### config.mk
export PLATFORM = sky130hd
export DESIGN_NAME = radix4_divider
export DESIGN_NICKNAME = d
export VERILOG_FILES = /design/src/rtl/divr4_pkg.sv /design/src/rtl/divr4_lzc.sv /design/src/rtl/divr4_step.sv /design/src/rtl/radix4_divider.sv
export SDC_FILE = /design/constraint.sdc
export NUM_CORES = 1
export LEC_CHECK = 0
export BUFFER_PORTS_ARGS = -buffer_cell sky130_fd_sc_hd__buf_4
export CAP_MARGIN = 25
export CELL_PAD_IN_SITES_DETAIL_PLACEMENT = 2
export CELL_PAD_IN_SITES_GLOBAL_PLACEMENT = 2
export CORE_ASPECT_RATIO = 1.25
export CORE_UTILIZATION = 25
export DETAILED_ROUTE_END_ITERATION = 7
export MAX_ROUTING_LAYER = met4
export PLACE_DENSITY = 0.6
export SLEW_MARGIN = 20
export SYNTH_ARGS = -nofsm -noshare
export SYNTH_HDL_FRONTEND = slang
export SYNTH_SLANG_ARGS = --single-unit
### constraint.sdc
create_clock -name clk -period 18.5 [get_ports clk]
set_input_delay 0 -clock clk [delete_from_list [all_inputs] [get_ports clk]]
set_output_delay 0 -clock clk [all_outputs]
set_load 0.02 [all_outputs]
### src/rtl/divr4_pkg.sv
package divr4_pkg;
  typedef enum logic [1:0] {
    ST_IDLE = 2'd0,
    ST_PREP = 2'd1,
    ST_RUN  = 2'd2
  } div_state_e;
endpackage

### src/rtl/divr4_lzc.sv
module divr4_lzc #(
  parameter int W = 32,
  localparam int CW = $clog2(W + 1)
) (
  input  logic [W-1:0]  value,
  output logic [CW-1:0] count
);
  // The lowest set bit is visited first and the highest set bit last,
  // so the final assignment comes from the most significant one.
  always_comb begin
    count = CW'(W);
    for (int i = 0; i < W; i++) begin
      if (value[i]) count = CW'(W - 1 - i);
    end
  end
endmodule

### src/rtl/divr4_step.sv
module divr4_step #(
  parameter int W = 32
) (
  input  logic [W-1:0] rem_in,
  input  logic [1:0]   bits_in,
  input  logic [W-1:0] dsr,
  input  logic [W+1:0] dsr3,
  output logic [1:0]   digit,
  output logic [W-1:0] rem_out
);
  logic [W+2:0] ext, t1, t2, t3;

  // The three trial subtractions run side by side; the MSB of each is its sign.
  always_comb begin
    ext = {1'b0, rem_in, bits_in};
    t1  = ext - {3'b000, dsr};
    t2  = ext - {2'b00, dsr, 1'b0};
    t3  = ext - {1'b0, dsr3};
    if (!t3[W+2]) begin
      digit   = 2'd3;
      rem_out = t3[W-1:0];
    end else if (!t2[W+2]) begin
      digit   = 2'd2;
      rem_out = t2[W-1:0];
    end else if (!t1[W+2]) begin
      digit   = 2'd1;
      rem_out = t1[W-1:0];
    end else begin
      digit   = 2'd0;
      rem_out = ext[W-1:0];
    end
  end
endmodule

### src/rtl/radix4_divider.sv
module radix4_divider
  import divr4_pkg::*;
#(
  parameter int W = 32
) (
  input  logic         clk,
  input  logic         rst_n,
  input  logic         req_valid,
  output logic         req_ready,
  input  logic [W-1:0] req_dividend,
  input  logic [W-1:0] req_divisor,
  output logic         busy,
  output logic         res_valid,
  output logic [W-1:0] quotient,
  output logic [W-1:0] remainder,
  output logic         div_by_zero
);
  localparam int CW  = $clog2(W + 1);
  localparam int HW  = W / 2;
  localparam int SCW = $clog2(HW + 1);

  div_state_e      state;
  logic [W-1:0]    a_r, b_r, dvd_r, rem_r, q_r;
  logic [W+1:0]    d3_r;
  logic [SCW-1:0]  cnt_r;
  logic            dbz_r, vld_r;

  logic [CW-1:0]   lz_a, lz_b;
  logic [CW:0]     nbits, steps, sh_lo, sh_hi;
  logic [1:0]      digit;
  logic [W-1:0]    rem_nx;
  logic            accept, exit_now;

  divr4_lzc #(.W(W)) u_lz_a (.value(a_r), .count(lz_a));
  divr4_lzc #(.W(W)) u_lz_b (.value(b_r), .count(lz_b));

  divr4_step #(.W(W)) u_step (
    .rem_in (rem_r),
    .bits_in(dvd_r[W-1:W-2]),
    .dsr    (b_r),
    .dsr3   (d3_r),
    .digit  (digit),
    .rem_out(rem_nx)
  );

  // Derived step count: n significant quotient bits, rounded up to whole radix-4 digits.
  always_comb begin
    nbits = {1'b0, lz_b} - {1'b0, lz_a} + (CW+1)'(1);
    steps = (nbits + (CW+1)'(1)) >> 1;
    sh_lo = steps << 1;
    sh_hi = (CW+1)'(W) - sh_lo;
  end

  assign req_ready = (state == ST_IDLE);
  assign busy      = (state != ST_IDLE);
  assign accept    = req_valid && req_ready;
  assign exit_now  = (rem_r == '0) && (dvd_r == '0);

  always_ff @(posedge clk) begin
    if (!rst_n) begin
      state <= ST_IDLE;
      a_r   <= '0;
      b_r   <= '0;
      d3_r  <= '0;
      dvd_r <= '0;
      rem_r <= '0;
      q_r   <= '0;
      cnt_r <= '0;
      dbz_r <= 1'b0;
      vld_r <= 1'b0;
    end else begin
      vld_r <= 1'b0;
      unique case (state)
        ST_IDLE: begin
          if (accept) begin
            dbz_r <= (req_divisor == '0);
            if (req_divisor == '0) begin
              q_r   <= '1;
              rem_r <= req_dividend;
              vld_r <= 1'b1;
            end else if (req_dividend < req_divisor) begin
              q_r   <= '0;
              rem_r <= req_dividend;
              vld_r <= 1'b1;
            end else begin
              a_r   <= req_dividend;
              b_r   <= req_divisor;
              state <= ST_PREP;
            end
          end
        end
        ST_PREP: begin
          d3_r  <= {2'b00, b_r} + {1'b0, b_r, 1'b0};
          rem_r <= a_r >> sh_lo;
          dvd_r <= a_r << sh_hi;
          q_r   <= '0;
          cnt_r <= SCW'(steps);
          state <= ST_RUN;
        end
        ST_RUN: begin
          if (exit_now) begin
            q_r   <= q_r << {cnt_r, 1'b0};
            vld_r <= 1'b1;
            state <= ST_IDLE;
          end else begin
            q_r   <= {q_r[W-3:0], digit};
            rem_r <= rem_nx;
            dvd_r <= dvd_r << 2;
            cnt_r <= cnt_r - SCW'(1);
            if (cnt_r == SCW'(1)) begin
              vld_r <= 1'b1;
              state <= ST_IDLE;
            end
          end
        end
        default: state <= ST_IDLE;
      endcase
    end
  end

  assign res_valid   = vld_r;
  assign quotient    = q_r;
  assign remainder   = rem_r;
  assign div_by_zero = dbz_r;
endmodule

Word level (Yosys, flattened, before mapping)
Cells that the tools add are included.

operators by class
  add/subtract/negate cells = 9
  reductions and logical operators = 15
  shift operators = 3
  mux-type cells = 96
  $lt $le $gt $ge = 1
  bitwise operators = 2
  equality and inequality tests = 9

operator list
  cell                 number
  $mux 32              12
  $mux 6               64
  $pmux 32 s3          2
  $logic_not 32->1     3
  $pmux 32 s2          1
  $sub 34x32->35       1
  $sub 34x33->35       1
  $sub 34x34->35       1
  $add 32x33->34       1
  $lt 32x32->1         1
  $shl 32x6->32        1
  $shl 32x7->32        1
  $shr 32x7->32        1
  $add 7x1->7 const B  2
  $mux 2               7
  $reduce_and 4->1     3
  $pmux 5 s2           1
  $sub 6x6->7          1
  $sub 6x7->7 const A  1
  $mux 1               6
  $ne 2x2->1 const B   3
  $pmux 2 s3           1
  $eq 5x1->1 const B   1
  $mux 5               1
  other kinds (14)     18

storage, ports and cells
  bits in registers = 203
  output and inout bits = 68
  logic and storage cells = 145
  input bits = 67

Logic depth before layout (Yosys ltp)
Gate-level depths: netlist (run 1).

  depth after elaboration = 38
  depth in mapped cells = 32
  depth with buffers taken out = 26

By module
From an unflattened synthesis (run 1), not the netlist that was laid out.

unflattened totals
  cells, all modules = 3052
  area total of the unflattened synthesis = 22058.7 um2

by module, submodules not included
  module          cells each  times used  area each (um2)  seq. area each (um2)
  radix4_divider  2052        1           15449.8          4063.9
  divr4_step      870         1           5873.1           0.0
  divr4_lzc       65          2           367.9            0.0

Worst setup path after synthesis (run 1)
Ideal clock, no wire load.

  kind = flip-flop to flip-flop
  from = reg b_r[1]
  to = reg dvd_r[24]
  cell stages (with the launch flop) = 30
  setup slack = 12220 ps
  data required time = 18377 ps
  buffers on the path = 6
  arrival time = 6157 ps
  clock period less this slack = 6280 ps
  setup time = 123 ps
  cells stage by stage = dfxtp_1 > inv_1 > ha_1 > nor3_1 > o311ai_0 > a311oi_1 > o311ai_0 > a311oi_1 > nor3_1 > nor3_1 > nor3_1 > nor3_1 > o311ai_0 > ha_1 > inv_1 > ha_1 > fa_1 > clkbuf_1 > buf_2 > buf_2 > buf_1 > inv_1 > ha_1 > clkbuf_1 > buf_1 > mux4_2 > a32oi_1 > mux2i_1 > a221oi_1 > nor2_1

between the ends
  longest elaborated chain between the ends = 37

RTL lines
  element                 RTL line               text
  start, declared         radix4_divider.sv:23   logic [W-1:0] a_r, b_r, dvd_r, rem_r, q_r;
  start signal, assigned  radix4_divider.sv:87   b_r <= req_divisor;
  $mux 6 (31 in series)   divr4_lzc.sv:13        if (value[i]) count = CW'(W - 1 - i);
  $sub 6x6->7             radix4_divider.sv:48   nbits = {1'b0, lz_b} - {1'b0, lz_a} + (CW+1)'(1);
  $add 7x1->7             radix4_divider.sv:48
  $add 7x1->7             radix4_divider.sv:49   steps = (nbits + (CW+1)'(1)) >> 1;
  $sub 6x7->7             radix4_divider.sv:51   sh_hi = (CW+1)'(W) - sh_lo;
  $shl 32x7->32           radix4_divider.sv:95   dvd_r <= a_r << sh_hi;
  $pmux 32 s2             radix4_divider.sv:73   unique case (state)
  end signal, assigned    radix4_divider.sv:95
  end signal, assigned    radix4_divider.sv:108  dvd_r <= dvd_r << 2;
  end, declared           radix4_divider.sv:23

No other way between the ends.
A chain may end at the register's enable or synchronous reset.

Worst setup path after layout (run 1)
  from = reg b_r[1]
  to = reg dvd_r[31]

Same word-level chain as after synthesis.

==> results.md, run 1 <==
* H-tree levels at 1
* Leakage Power at 9.84 nW
* Final WL at 120,000 µm
* Largest net degree at the start of global routing at 70
* Mapped cell area at 21,400 µm²
* Hold-fix buffers at CTS at 66
* Clk Latency, worst-skew pair at 0.60 ns
* PortBufs at 134
* FF-to-FF Start: b_r[1]
* Fin util at 29.7%
* Peak supply drop at 0.228 mV
* Top-count cell post-synth: nand2_1
* Drt via density at 5.74
* Logic pwr share at 74.4%
* Post-synth EDFFs at 0
* Pwr dens at 184 nW/µm²
* Cell count after synthesis at 2,998
* CP Capture Type: flop
* FFs w/ async S/R, synth at 0%
* Post-CTS Setup Inserts at 0
* Total grt overflow at 0
* DR WL/cell at 28.5 µm
* CTS Sinks at 203
* Die area at 87,000 µm²
* Global route hottest layer: met2
* RSZ-0062 raised after global routing: no
* HP Start: req_divisor[10]
* Total iterations of the first detailed-routing run at 5
* Synth area leader: dfxtp_1
* Internal at 0.00197 W
* CTS Root Buffer Type: clkbuf_16
* Initial antenna violation count at 4
* Sw Pwr at 0.00267 W
* Synth top cells by count: nand2_1, a21oi_1, nor2_1, dfxtp_1, o21ai_0
* CTS resizes at 0
* Met2 Usage GRT at 49.7%
* Critical path fanouts, max at 35
* Final GP Congestion at 0.954
* Switching power share of the total at 57.6%
* DIE HEIGHT at 329 µm
* Sequential Power Share at 13.0%
* Fmax at 149 MHz
* Max Cap Violations at 0
* Crit path DAT at 7.21 ns
* DRT antenna net count at 0
* Period utilization at 36.3%
* Clock skew at 0.0168 ns
* GRT Util Overall at 27.7%
* Vias post-DR at 24,100
* Met1 Use GR at 30.7%
* CP Launch Type: flop
* Area grow syn2layout at 17.3%
* Final setup margin at 11.78 ns
* Worst-path clk slew at 0.06 ns
* Num rows at 119
* Final Hold Viols at 0
* Fillcell total at 9,979
* Clock network power share at 12.5%
* Distinct cells, synth at 96
* Hold Path Class: in -> reg
* Vias in the first global route at 25,800
* Post-Place Worst Slack at 11.40 ns
* Mapped Nets at 3,251
* Crit path from: b_r[1]
* Status: completed
* Seq/Total Area, Yosys at 18.9%
* DRC viols at 0
* CTS max path bufs at 3
* Syn_area_per_cell at 7.15 µm²
* M3 GR Usage at 2.12%
* Ys Warns at 0
* WS Path Type: reg -> reg
* Initial DRC count at 1,317
* Ratio of cells with drive above 1 in the final layout at 10.1%
* Ranking of synthesized cells by area: dfxtp_1, ha_1, a21oi_1, nand2_1, mux2i_1
* Slew Limit Headroom at 29.4%
* Final setup vio count at 0
* Post-layout min period at 6.72 ns
* Setup TNS at 0 ns
* First-pass GRT wire length at 176,000 µm
* Yosys top cell area share at 18.9%
* TritonCTS buffer count at 28
* Initial Util at 25.4%
* Required @ worst endpoint at 18.99 ns
* CTS tree: built
* Worst Tran Pin Value at 1.05 ns
* Ys flop type: dfxtp_1
* Hpwl dp at 91,700 µm
* Core area at 84,600 µm²
* Nets at 3,331
* Slew Viols, Final at 0
* Die X at 264 µm
* Seq cells post-synth at 203
* Io pins at 135
## placed cells by master, fill, tap and decap left out, types with 14 or more instances in the layout
| cell type | count |
|---|---|
| a211oi_1 | 96 |
| a21o_1 | 59 |
| a21oi_1 | 316 |
| a221oi_1 | 25 |
| a31oi_1 | 30 |
| a32oi_1 | 14 |
| and2_1 | 18 |
| and3_1 | 21 |
| buf_4 | 173 |
| clkbuf_16 | 29 |
| dfxtp_1 | 202 |
| dlygate4sd3_1 | 66 |
| ha_1 | 177 |
| inv_1 | 160 |
| mux2i_1 | 95 |
| mux4_2 | 18 |
| nand2_1 | 418 |
| nand2b_1 | 18 |
| nand3_1 | 71 |
| nand4_1 | 22 |
| nor2_1 | 252 |
| nor2b_1 | 28 |
| nor3_1 | 67 |
| nor4_1 | 37 |
| o211ai_1 | 38 |
| o21a_1 | 25 |
| o21ai_0 | 187 |
| o21bai_1 | 18 |
| o22ai_1 | 17 |
| o31ai_1 | 19 |
| or3_1 | 23 |
| xnor2_1 | 62 |
| xor2_1 | 44 |
## metrics by stage
step                total power, W  hold WS, ns  cells  area, µm²
floorplan                  0.00286        0.136   2998      21400
global placement           0.00391        0.280   4064      23400
detailed placement         0.00400        0.286   4068      23500
CTS                        0.00462        0.207   4185      25100
global route               0.00494        0.263   4193      25200
finish                     0.00464        0.255   4193      25200
## per-layer routing
layer  routed length [µm]  vias to the layer above
met5                    0                        -
met4                 6780                        0
met3                 2990                      214
met2                61000                      504
met1                48800                    12300
li1                     -                    11100
## power groups by stage
stage / sequential, W / clock (W) / combinational (W)
finish: 0.000604 / 0.000582 / 0.00345
global route: 0.000610 / 0.000612 / 0.00372
detailed placement: 0.000621 / 0 / 0.00338
global placement: 0.000620 / 0 / 0.00329
floorplan: 0.000566 / 0 / 0.00229
CTS: 0.000612 / 0.000602 / 0.00341
## kinds of logic after synthesis
| family | count (synthesis) | synth area share (%) |
|---|---|---|
| flip-flops | 203 | 18.9 |
| XOR/XNOR | 110 | 4.49 |
| multiplexers | 126 | 7.01 |
| AO/OA/AOI/OAI | 1002 | 30.5 |
| AND/OR/NAND/NOR | 1015 | 21.4 |
| adder cells (fa/ha/maj) | 186 | 11.0 |
| buffers and inverters | 356 | 6.63 |
## cell type report
type / count / area [µm²] / share of cell area (%)
timing repair buffer: 244 / 2070 / 8.22
clock buffer: 36 / 792 / 3.15
sequential: 203 / 4070 / 16.2
inverter: 162 / 613 / 2.44
antenna: 5 / 12.5 / 0.0497
multi-input combinational: 2439 / 16100 / 63.9
clock inverter: 15 / 168 / 0.666
tap: 1089 / 1360 / 5.42
## sequential cells by signal, summed over array words and instances, names as in the netlist
name,flops
a_r,32
b_r,32
cnt_r,5
d3_r,34
div_by_zero,1
dvd_r,32
quotient,32
remainder,32
res_valid,1
state,2
## final timing paths
check | slack [ns] | cells past startpoint | to
hold / removal | 0.25 | 4 | b_r[10]
setup reg to reg | 11.78 | 26 | dvd_r[31]
setup / recovery | 11.78 | 26 | dvd_r[31]
hold reg to reg | 0.46 | 2 | div_by_zero
## critical path: stages (launching register included)
cell      delay (ns)
dfxtp_1         0.39
inv_1           0.20
ha_1            0.28
nor3_1          0.14
o311ai_0        0.13
a311oi_1        0.27
o311ai_0        0.14
a311oi_1        0.34
nor3_1          0.11
nor3_1          0.18
nor3_1          0.07
nor3_1          0.20
o311ai_0        0.15
ha_1            0.32
inv_1           0.04
ha_2            0.19
fa_2            0.71
buf_12          0.25
inv_1           0.07
ha_1            0.29
nand2_1         0.09
nor3_1          0.07
nor3_1          0.64
nand2b_1        0.26
nor2_2          0.59
a221oi_1        0.19
a221oi_1        0.30
No activity file was read; power rests on OpenSTA's default activity.
==> run 2: changes to the inputs <==
--- a/config.mk
+++ b/config.mk
@@ -13,7 +13,7 @@
 export CORE_UTILIZATION = 25
 export DETAILED_ROUTE_END_ITERATION = 7
 export MAX_ROUTING_LAYER = met4
-export PLACE_DENSITY = 0.6
+export PLACE_DENSITY = 0.62
 export SLEW_MARGIN = 20
 export SYNTH_ARGS = -nofsm -noshare
 export SYNTH_HDL_FRONTEND = slang
==> constraint.sdc (replaced) <==
create_clock -name clk -period 6.1 [get_ports clk]
set_input_delay 0 -clock clk [delete_from_list [all_inputs] [get_ports clk]]
set_output_delay 0 -clock clk [all_outputs]
set_load 0.02 [all_outputs]
==> results.md, run 2 (same netlist as run 1, synthesis figures left out) <==
* Status: completed (unchanged)
* PortBufs at 134 (unchanged)
* Worst reg2reg endpoint: dvd_r[8] (was dvd_r[31])
* M3 GR Usage at 2.30% (was 2.12%)
* DR WL/cell at 28.7 µm (was 28.5 µm)
* Sequential cell area at 4070 µm² (unchanged)
* Cell area after layout at 25,700 µm² (was 25,200 µm²)
* Initial Util at 25.4% (unchanged)
* Leakage Power at 10.2 nW (was 9.84 nW)
* Slew Viols, Final at 0 (unchanged)
* Clock skew at 0.0289 ns (was 0.0168 ns)
* Final GP Congestion at 1.00 (was 0.954)
* Ratio of cells with drive above 1 in the final layout at 12.4% (was 10.1%)
* Nets at 3,400 (was 3,331)
* GRT Util Overall at 28.3% (was 27.7%)
* Met2 Usage GRT at 50.3% (was 49.7%)
* WHS Path Cells at 4 (unchanged)
* Worst Tran Pin Value at 1.10 ns (was 1.05 ns)
* Leading cell types in the layout, fill and taps excluded: nand2_1, a21oi_1, nor2_1 (unchanged)
* Final WL at 122,000 µm (was 120,000 µm)
* DRC viols at 0 (unchanged)
* Hpwl dp at 94,500 µm (was 91,700 µm)
* Flop2flop setup slack at 0.48 ns (was 11.78 ns)
* Most flops, register: d3_r (unchanged)
* Multi-input logic area at 16,200 µm² (was 16,100 µm²)
* Required @ worst endpoint at 6.62 ns (was 18.99 ns)
* Worst path slowest cell: a2111oi_4 (was fa_2)
* Slew Limit Headroom at 25.5% (was 29.4%)
* Period utilization at 92.1% (was 36.3%)
* Global route hottest layer: met2 (unchanged)
* TritonCTS buffer count at 29 (was 28)
* Initial antenna violation count at 4 (unchanged)
* Io pins at 135 (unchanged)
* WS Path Type: reg -> reg (unchanged)
* Fin util at 30.4% (was 29.7%)
* Most common cell after layout, fill and taps aside: nand2_1 (unchanged)
* Final Hold Viols at 0 (unchanged)
* Drt via density at 5.75 (was 5.74)
* Hold Path Class: in -> reg (unchanged)
* Met1 Use GR at 31.4% (was 30.7%)
* Vias in the first global route at 26,500 (was 25,800)
* Critical path fanouts, max at 11 (was 35)
* Worst r2r path cells at 28 (was 26)
* Total grt overflow at 0 (unchanged)
* Final setup margin at 0.484 ns (was 11.78 ns)
* Area grow syn2layout at 20.0% (was 17.3%)
* DRT antenna net count at 0 (unchanged)
* Die X at 264 µm (unchanged)
* Fmax at 178 MHz (was 149 MHz)
* CP Capture Type: flop (unchanged)
* Max Cap Violations at 0 (unchanged)
* CTS tree: built (unchanged)
* DIE HEIGHT at 329 µm (unchanged)
* Max reg flops at 34 (unchanged)
* FF-to-FF Start: b_r[1] (unchanged)
* CTS Root Buffer Type: clkbuf_16 (unchanged)
* Setup TNS at 0 ns (unchanged)
* CP Launch Type: flop (unchanged)
* Post-layout min period at 5.62 ns (was 6.72 ns)
* Largest net degree at the start of global routing at 67 (was 70)
* H-tree levels at 1 (unchanged)
* HP Start: req_divisor[14] (was req_divisor[10])
* Initial DRC count at 1,372 (was 1,317)
* Placed Area at 23,900 µm² (was 23,500 µm²)
* CTS max path bufs at 3 (unchanged)
* Num rows at 119 (unchanged)
* Die area at 87,000 µm² (unchanged)
* Pwr dens at 599 nW/µm² (was 184 nW/µm²)
* Post-Place Worst Slack at 0.103 ns (was 11.40 ns)
* CP peak stage delay at 0.36 ns (was 0.71 ns)
* Worst-path clk slew at 0.06 ns (about the same)
* Crit path DAT at 6.14 ns (was 7.21 ns)
* Worst Hold End: b_r[14] (was b_r[10])
* RSZ-0062 raised after global routing: no (unchanged)
* Total iterations of the first detailed-routing run at 7 (was 5)
* Clk Latency, worst-skew pair at 0.61 ns (was 0.60 ns)
* Total power at 0.0154 W (was 0.00464 W)
* First-pass GRT wire length at 179,000 µm (was 176,000 µm)
* Vias post-DR at 24,500 (was 24,100)
* Fillcell total at 9,861 (was 9,979)
* Core area at 84,600 µm² (unchanged)
* Final setup vio count at 0 (unchanged)
* CTS Sinks at 203 (unchanged)
* Peak supply drop at 0.556 mV (was 0.228 mV)
## run 2: changes by cell type in the layout (fill, tap and decap cells not counted), moves of 3 or more
cell / before / now
buf_4: 173 / 239
nor3_1: 67 / 62
nor3_2: 2 / 7
clkbuf_1: 3 / 6
mux2i_1: 95 / 92
mux2i_2: 0 / 3
## run 2: area by class of cell
type,count,area share [%]
inverters,162,2.38
well taps,1089,5.29
multi-input cells,2439,62.8
repair buffers,312,10.1
flip-flops and latches,203,15.8
clock inverters,14,0.535
clock buffers,38,3.07
diodes,6,0.0583
## run 2: worst max-delay path: cells and delay by family, from the launching register on
family	cells	cell delay (ns)
buffers and inverters	5	0.79
and+or+nand+nor	8	1.13
adders and majority gates	3	0.69
AOI/OAI and AO/OA	11	2.44
DFF	1	0.31
xor gates and xnor gates	1	0.14
## run 2: worst max path at each step
stage / startpoint / end / slack [ns]
after floorplan: b_r[1] / dvd_r[24] / 0.11
after global placement: b_r[1] / dvd_r[14] / 0.20
after detailed placement: b_r[1] / dvd_r[27] / 0.10
after CTS: b_r[1] / dvd_r[27] / 0.07
after global routing: b_r[1] / dvd_r[8] / 0.005
final: b_r[1] / dvd_r[8] / 0.48
## run 2: power breakdown
group          leakage (nW)  switching (W)  internal, W
Combinational          8.07        0.00754      0.00437
Clock                 0.447       0.000717     0.000990
Sequential             1.66       0.000315      0.00148
## run 2: metal layers
metal  up-vias  part of all wire [%]
li1      11300                     -
met4         0                   6.1
met5         -                     0
met1     12400                    41
met3       247                   2.8
met2       561                    50
## run 2: what timing repair did
item / in CTS / in global routing
buffers inserted: 0 / 3
endpoints found under the hold margin: 96 / 0
setup endpoints to repair: 0 / 57
hold buffers: 66 / 0
gates resized for setup: 0 / 22
## run 2: through the flow
| stage | instances | hold slack [ns] |
|---|---|---|
| after floorplan | 2998 | 0.136 |
| after global placement | 4132 | 0.280 |
| after detailed placement | 4133 | 0.284 |
| after CTS | 4251 | 0.194 |
| after global routing | 4260 | 0.237 |
| final | 4263 | 0.232 |
